<file path="config.mk">
export PLATFORM = sky130hd
export DESIGN_NAME = bin2bcd6
export DESIGN_NICKNAME = d
export VERILOG_FILES = /design/src/rtl/bcd6_pkg.sv /design/src/rtl/bcd6_minterm_dec.sv /design/src/rtl/bcd6_or_plane.sv /design/src/rtl/bcd6_out_stage.sv /design/src/rtl/bin2bcd6.sv
export SDC_FILE = /design/constraint.sdc
export NUM_CORES = 1
export LEC_CHECK = 0
export ABC_AREA = 1
export CAP_MARGIN = 5
export CORE_AREA = 3 3 40 42
export DETAILED_ROUTE_END_ITERATION = 16
export DIE_AREA = 0 0 43 45
export DONT_BUFFER_PORTS = 1
export RECOVER_POWER = 100
export REMOVE_ABC_BUFFERS = 1
export SETUP_SLACK_MARGIN = 0.02
export SYNTH_ARGS = -nofsm -noshare
export SYNTH_HDL_FRONTEND = slang
export SYNTH_SLANG_ARGS = --single-unit
</file>
<file path="constraint.sdc">
create_clock -name vclk -period 0.8
set_input_delay 0 -clock vclk [all_inputs]
set_output_delay 0 -clock vclk [all_outputs]
set_load 0.005 [all_outputs]
</file>
<file path="src/rtl/bcd6_pkg.sv">
package bcd6_pkg;

    localparam int BIN_W   = 6;
    localparam int HALF_W  = BIN_W - 1;      // bits that enter the decoder
    localparam int TERMS   = 1 << HALF_W;    // minterms of the upper bits
    localparam int UNITS_W = 4;
    localparam int TENS_W  = 3;
    localparam int UHI_W   = UNITS_W - 1;    // units bits built by logic

    localparam logic [UNITS_W-1:0] UNITS_OFF = '1;
    localparam logic [TENS_W-1:0]  TENS_OFF  = '1;

    typedef struct packed {
        logic [UNITS_W-1:0] units;
        logic [TENS_W-1:0]  tens;
    } digits_t;

    // Value of output bit 'bitpos' for half-value k (N = 2k + lsb).
    // Units upper bits = k mod 5, tens = k div 5.
    function automatic logic term_bit(input int k, input int bitpos,
                                      input bit tens_sel);
        int v;
        v = tens_sel ? (k / 5) : (k % 5);
        return ((v >> bitpos) & 1) != 0;
    endfunction

    // OR-plane mask: which minterms feed a given output bit.
    function automatic logic [TERMS-1:0] plane_mask(input int bitpos,
                                                    input bit tens_sel);
        logic [TERMS-1:0] m;
        m = '0;
        for (int k = 0; k < TERMS; k++) begin
            m[k] = term_bit(k, bitpos, tens_sel);
        end
        return m;
    endfunction

endpackage

</file>
<file path="src/rtl/bcd6_minterm_dec.sv">
module bcd6_minterm_dec #(
    parameter int IN_W  = 5,
    localparam int OUT_N = 1 << IN_W
) (
    input  logic [IN_W-1:0]  sel_i,
    output logic [OUT_N-1:0] hit_o
);

    // One AND term per input combination: each literal taken true or inverted.
    for (genvar t = 0; t < OUT_N; t++) begin : g_term
        localparam logic [IN_W-1:0] PAT = t[IN_W-1:0];
        assign hit_o[t] = &(sel_i ~^ PAT);
    end

endmodule

</file>
<file path="src/rtl/bcd6_or_plane.sv">
module bcd6_or_plane #(
    parameter int TERMS    = 32,
    parameter int OUT_W    = 3,
    parameter bit TENS_SEL = 1'b0
) (
    input  logic [TERMS-1:0] hit_i,
    output logic [OUT_W-1:0] y_o
);

    for (genvar o = 0; o < OUT_W; o++) begin : g_bit
        localparam logic [TERMS-1:0] MASK = bcd6_pkg::plane_mask(o, TENS_SEL);
        assign y_o[o] = |(hit_i & MASK);
    end

endmodule

</file>
<file path="src/rtl/bcd6_out_stage.sv">
module bcd6_out_stage
    import bcd6_pkg::*;
(
    input  logic               en_n_i,
    input  logic               lsb_i,
    input  logic [UHI_W-1:0]   units_hi_i,
    input  logic [TENS_W-1:0]  tens_i,
    output logic [UNITS_W-1:0] units_o,
    output logic [TENS_W-1:0]  tens_o
);

    digits_t out_d;

    always_comb begin
        out_d.units = {units_hi_i, lsb_i};
        out_d.tens  = tens_i;
        if (en_n_i) begin
            out_d.units = UNITS_OFF;
            out_d.tens  = TENS_OFF;
        end
    end

    assign units_o = out_d.units;
    assign tens_o  = out_d.tens;

endmodule

</file>
<file path="src/rtl/bin2bcd6.sv">
module bin2bcd6
    import bcd6_pkg::*;
(
    input  logic [BIN_W-1:0]   bin_i,
    input  logic               en_n_i,
    output logic [UNITS_W-1:0] units_o,
    output logic [TENS_W-1:0]  tens_o
);

    logic [TERMS-1:0]  hit;
    logic [UHI_W-1:0]  units_hi;
    logic [TENS_W-1:0] tens_raw;

    bcd6_minterm_dec #(.IN_W(HALF_W)) u_dec (
        .sel_i (bin_i[BIN_W-1:1]),
        .hit_o (hit)
    );

    bcd6_or_plane #(.TERMS(TERMS), .OUT_W(UHI_W), .TENS_SEL(1'b0)) u_units_plane (
        .hit_i (hit),
        .y_o   (units_hi)
    );

    bcd6_or_plane #(.TERMS(TERMS), .OUT_W(TENS_W), .TENS_SEL(1'b1)) u_tens_plane (
        .hit_i (hit),
        .y_o   (tens_raw)
    );

    bcd6_out_stage u_out (
        .en_n_i     (en_n_i),
        .lsb_i      (bin_i[0]),
        .units_hi_i (units_hi),
        .tens_i     (tens_raw),
        .units_o    (units_o),
        .tens_o     (tens_o)
    );

endmodule

</file>
## Word-level counts from Yosys, hierarchy flattened

Cells that the tools add are included.

- Reductions and logical operators: 37
- Bitwise logic cells: 30
- Multiplexer cells: 1

Operators by type and width:

| operator | number |
|---|---|
| $reduce_and A5 Y1 | 31 |
| $reduce_or A12 Y1 | 3 |
| $not A3 Y3 | 10 |
| $not A2 Y2 | 10 |
| $not A4 Y4 | 5 |
| $reduce_or A15 Y1 | 1 |
| $reduce_or A13 Y1 | 1 |
| $mux W7 | 1 |
| $reduce_or A6 Y1 | 1 |
| $not A1 Y1 | 5 |

- Flip-flop bits (word level): 0
- Output and inout bits: 7

## Depth between registers and ports, before layout

Gate-level depths: netlist of the first run.

- Depth in word-level cells: 4
- Gate-level depth with buffers: 8
- Gate-level depth less buffers: 7

## By module

Synthesis of the first run repeated with hierarchy kept, for this count alone.

- Cells, all modules: 140
- Area, all modules: 574.3 µm²

Modules (own cells, without submodules):

| module | times used | sequential area each (µm²) | area each (µm²) | cells an instance |
|---|---|---|---|---|
| bcd6_minterm_dec | 1 | 0.0 | 286.5 | 67 |
| bcd6_or_plane (u_tens_plane) | 1 | 0.0 | 120.1 | 30 |
| bcd6_or_plane (u_units_plane) | 1 | 0.0 | 111.4 | 28 |
| bcd6_out_stage | 1 | 0.0 | 56.3 | 15 |

## Worst setup path before layout of the first run

Ideal clock, no wire load.

- Kind: input to output
- Start point: in bin_i[5]
- End point: out units_o[2]
- Buffers on the path: 1
- Stages on the path: 8
- Data required time: 0.800 ns
- Setup slack: 0.154 ns
- Arrival time: 0.646 ns
- Cells stage by stage: buf_2 -> nand2_2 -> clkinv_1 -> nor2_2 -> nand3_1 -> nand2_1 -> nor2_1 -> nand2_1

- Word-level cells in the longest chain between the ends: 4
- Elaborated cells on any way between the ends: 20

Ends and longest elaborated chain:

| what | RTL line | RTL |
|---|---|---|
| start, declared | bin2bcd6.sv:4 | `input logic [BIN_W-1:0] bin_i,` |
| $not A4 Y4 (no source line), or another cell as far along | - |  |
| $reduce_and A5 Y1 | bcd6_minterm_dec.sv:12 | `assign hit_o[t] = &(sel_i ~^ PAT);` |
| $reduce_or A12 Y1 * | bcd6_or_plane.sv:12 | `assign y_o[o] = \|(hit_i & MASK);` |
| $mux W7 * | bcd6_out_stage.sv:17 | `if (en_n_i) begin` |
| end, declared | bin2bcd6.sv:6 | `output logic [UNITS_W-1:0] units_o,` |

Mark *: on every way between the ends. The rest lies on a longest branch, timed or not.

## Worst setup path after layout of the first run

- Start point: in bin_i[1]
- End point: out tens_o[2]

- Word-level cells in the longest chain between the ends: 4
- Elaborated cells on any way between the ends: 20

Ends and longest elaborated chain:

| what | RTL line | RTL |
|---|---|---|
| $not A3 Y3 (no source line), or another cell as far along | - |  |
| $reduce_and A5 Y1 | bcd6_minterm_dec.sv:12 |  |
| $reduce_or A12 Y1 * | bcd6_or_plane.sv:12 |  |
| $mux W7 * | bcd6_out_stage.sv:17 |  |
| end, declared | bin2bcd6.sv:7 | `output logic [TENS_W-1:0] tens_o` |

Marked as above.

==> results.cfg, run 1 <==
[routing]
wl_um = 1290
dr.pass1.iters = 4
via_per_inst = 5.50
vias = 566
wl_per_cell_um = 12.5
ant_nets = 0
drc = 0
drt_iter0_drc = 55

[final_layout]
final_cell_mix = nand2_1, nand3_1, nor2_1
areaGrowthSynthToFinish_pct = -1.72
drive_above_1_share = 0.182
nClkBuffers = 0
design.seq.count = 0
final_common_cell = nand2_1
post-route-util = 0.333
seqCellArea_um2 = 0
finalNonFillerCells = 103
nNetsFinal = 97
num_antenna_cells = 0
fillers = 147

[floorplan]
ios = 14
core_area_um2 = 1280
die-area_um2 = 1940
dieHeight_um = 45
floorplan.die.width_um = 43
row_count = 13
start_util = 0.339

[timing]
hold_viol_final = 0
tightest_slew_ns = 0.238
rsz0062_at_grt = false
max_freq_mhz = 1700
slew_headroom = 0.841
setup_viol = 0
finalCritPeriodShare = 0.736
final_max_slew_viol_count = 0
tns_ns = 0
final.min_clock_period_ns = 0.589

[worst_setup_path]
cp.required_ns = 0.80
critical_path.max_fanout = 10
arrival_ns = 0.59
crit_type = input port to output pin
endpoint_kind = output pin
worstSetupStartpointType = input port

[placed_design]
hpwl_um = 999
dp.cells = 103
portBuffers = 0
gp_congestion = 0.856

[global_routing]
grt_pass1_wl_um = 2010
grtUsageMet2 = 0.231
antenna_found_initial = 0
grtUsageMet3 = 0.0279
grt-busiest-layer = met2
grt_pass1_vias = 455
grt_max_degree = 11
grt_overflow_total = 0
use_met1 = 0.169
grt_usage = 0.129

[worst_hold_path]
min_path_type = input port to output pin
hold_start = bin_i[0]
min_to = units_o[0]
min_path_cells = 1

[synthesis]
synth_top_area_frac = 0.198
ys_warn_count = 0
avgSynthCellArea_um2 = 4.78
synth_fa_ha_area_frac = 0
yosysTopAreaCell = nand2_1
synth_seq_area_share = 0
synthXorXnorAreaFrac = 0
synthTopCellsByArea = nand2_1, nand3_1, nor2_1
synthCells = 91
synth_compound_area_frac = 0.121
synth_area_um2 = 435
synth_top_family_by_area = simple AND/OR/NAND/NOR gates
synthDistinctLibCells = 21
synthSimpleGateAreaFrac = 0.704
synthMuxAreaShare = 0

[status]
run_status = finished clean

[clock_network]
cts_hold_buf = 0
cts-resized-gates = 0
postCtsSetupBuffers = 0

[power]
p_leak_uw = 0.000231
power.density_nw_per_um2 = 407
ir_worst_vdd_uv = 118

[run]
maxCapViolations = 0
[worst max path at each step]
| stage | to | startpoint | cells past startpoint |
|---|---|---|---|
| detailed placement | units_o[3] | bin_i[1] | 4 |
| global placement | units_o[1] | bin_i[3] | 6 |
| floorplan | tens_o[2] | bin_i[1] | 4 |
| CTS | units_o[3] | bin_i[1] | 4 |
| global route | units_o[1] | bin_i[3] | 6 |
| finish | tens_o[2] | bin_i[1] | 4 |
[cell usage after synthesis (all sizes together), types with 2 or more instances]
| cell | count |
|---|---|
| a21oi | 2 |
| o21ai | 4 |
| inv | 13 |
| nand4 | 2 |
| nand2 | 26 |
| o21a | 2 |
| buf | 3 |
| nor2 | 18 |
| nand3 | 16 |
[metrics by stage]
stage	area, µm²	total power (µW)	hold WS, ns	worst slack, ns
after global placement	430	174	0.0899	0.215
after global routing	428	198	0.0890	0.0939
after CTS	430	173	0.0881	0.216
after detailed placement	430	172	0.0889	0.219
final	428	174	0.0873	0.211
after floorplan	412	142	0.0854	0.294
[layout make-up]
class	instances	area (µm²)	share of cell area
inverter	14	52.6	0.123
multi-input combinational	74	357	0.833
tap	15	18.8	0.0439
[logic make-up after synthesis]
| family | count (synthesis) |
|---|---|
| and+or+nand+nor | 65 |
| buffers and inverters | 17 |
| AOI/OAI and AO/OA | 9 |
[worst max-delay path: stages]
cell,delay (ns)
nor2_2,0.15
nand2_1,0.13
o21ai_1,0.17
nand3b_1,0.15
[report_power, final]
part | internal, µW | total [µW] | switching, µW
clock | 0 | 0 | 0
sequential | 0 | 0 | 0
combinational | 59.6 | 174 | 115
total | 59.6 | 174 | 115
[routing by layer]
| layer | up-vias | wire, µm | share of wire |
|---|---|---|---|
| met5 | - | 0 | 0 |
| met2 | 38 | 615 | 0.48 |
| li1 | 283 | - | - |
| met3 | 0 | 154 | 0.12 |
| met1 | 245 | 517 | 0.40 |
| met4 | 0 | 0 | 0 |
Power figures use the tool's default switching activity.
==> run 2, diff against run 1 <==
ABC_AREA = 0   (was 1)
==> results.cfg, run 2 <==
[status]
run_status = finished clean

[global_routing]
grt_overflow_total = 0
antenna_found_initial = 0
grt_max_degree = 12
grt_usage = 0.0746
grt_pass1_vias = 258
grt_pass1_wl_um = 1180

[worst_setup_path]
endpoint_kind = output pin
critical_path.max_fanout = 8
cp.required_ns = 0.80
crit_type = input port to output pin
worstSetupStartpointType = input port
arrival_ns = 0.70

[routing]
wl_met3_um = 46
wl_met2_um = 330
wl_per_cell_um = 13.1
top_layer = met3
met1_length_um = 355
vias = 302
drc = 0
ant_nets = 0
wl_um = 732
via_per_inst = 5.39
dr.pass1.iters = 4
drt_iter0_drc = 3

[power]
p_leak_uw = 0.0000929
power.total_uw = 116
power.density_nw_per_um2 = 411
ir_worst_vdd_uv = 77.2

[timing]
hold_viol_final = 0
tightest_slew_ns = 0.236
rsz0062_at_grt = false
max_freq_mhz = 1420
setup_viol = 0
final.setup.worst_slack_ns = 0.0960
final.min_clock_period_ns = 0.704
finalCritPeriodShare = 0.880
slew_headroom = 0.843
tns_ns = 0
final_max_slew_viol_count = 0

[final_layout]
areaGrowthSynthToFinish_pct = -7.79
drive_above_1_share = 0.220
design.seq.count = 0
nNetsFinal = 50
fillers = 157
seqCellArea_um2 = 0
nClkBuffers = 0
final_cell_mix = a21oi_1, nand2_1, o21ai_0
multiInputGateArea_um2 = 259
num_antenna_cells = 0
final_area_um2 = 282

[clock_network]
cts-resized-gates = 0
cts_hold_buf = 0
postCtsSetupBuffers = 0

[floorplan]
dieHeight_um = 45
ios = 14
core_area_um2 = 1280
floorplan.die.width_um = 43
die-area_um2 = 1940
row_count = 13
start_util = 0.238

[synthesis]
synthTopCellsByCount = a21oi_1, nand2_1, o21ai_0
synth_seq_area_share = 0
synthTopCellsByArea = a221oi_2, buf_6, a21oi_1
synthXorXnorAreaFrac = 0.0287
yosysTopAreaCell = a221oi_2
synth_top_area_frac = 0.0984
synth_top_family_by_area = compound AO/OA/AOI/OAI gates
synth_area_um2 = 305
synth_compound_area_frac = 0.459
synth_fa_ha_area_frac = 0
avgSynthCellArea_um2 = 6.94
synthMuxAreaShare = 0
ys_warn_count = 0
synthCells = 44
synthSimpleGateAreaFrac = 0.402
synthDistinctLibCells = 27

[placed_design]
dpl_worst_slack_ns = 0.0844
gp_congestion = 0.786
hpwl_um = 555
portBuffers = 0
placed_cell_area_um2 = 294

[run]
maxCapViolations = 0

[worst_hold_path]
min_path_type = input port to output pin
run 2: cell count changes in the layout (fill, tap and decap cells not counted), moves of 3 or more:
| cell | before | now |
|---|---|---|
| nor2_1 | 12 | 3 |
| inv_2 | 6 | 1 |
| nor2_2 | 5 | 1 |
| a221oi_1 | 0 | 3 |
| nand2_1 | 23 | 4 |
| nand2_2 | 3 | 0 |
| inv_1 | 7 | 0 |
| nand3_1 | 16 | 1 |
run 2: cell type report:
type               count  area share
inverters              1      0.0133
multi-input cells     40       0.920
well taps             15      0.0667
run 2: where the power goes:
group          switching, µW  total (µW)  internal, µW  leakage (µW)
combinational           56.6         116          59.2     0.0000929
clock                      0           0             0             0
sequential                 0           0             0             0
total                   56.6         116          59.2     0.0000929
run 2: logic make-up after synthesis:
kind of cell              Yosys count
AOI/OAI and AO/OA                  20
and+or+nand+nor                    19
buffers and inverters               4
xor gates and xnor gates            1
run 2: layer usage:
layer / up-vias / track usage
met2: 8 / 0.135
met4: 0 / 0
met3: 0 / 0.0239
li1: 156 / -
met5: - / 0
met1: 138 / 0.0929
run 2: through the flow:
step            util  cells  hold WS, ns
2_1_floorplan      -     41       0.0604
3_3_place_gp   0.229     56       0.0764
3_5_place_dp   0.229     56       0.0774
4_1_cts        0.229     56       0.0774
5_1_grt        0.219     56       0.0884
6_report       0.219     56       0.0713
run 2: worst paths after layout:
check	cells past startpoint	from	end	slack (ns)
worst min-delay path	1	bin_i[1]	units_o[1]	0.07
worst max-delay path	4	bin_i[3]	units_o[2]	0.1
run 2: worst max-delay path: stages:
cell and delay, ns:
nand2b_2 0.22, nor2_2 0.18, a221oi_1 0.10, o21bai_1 0.20
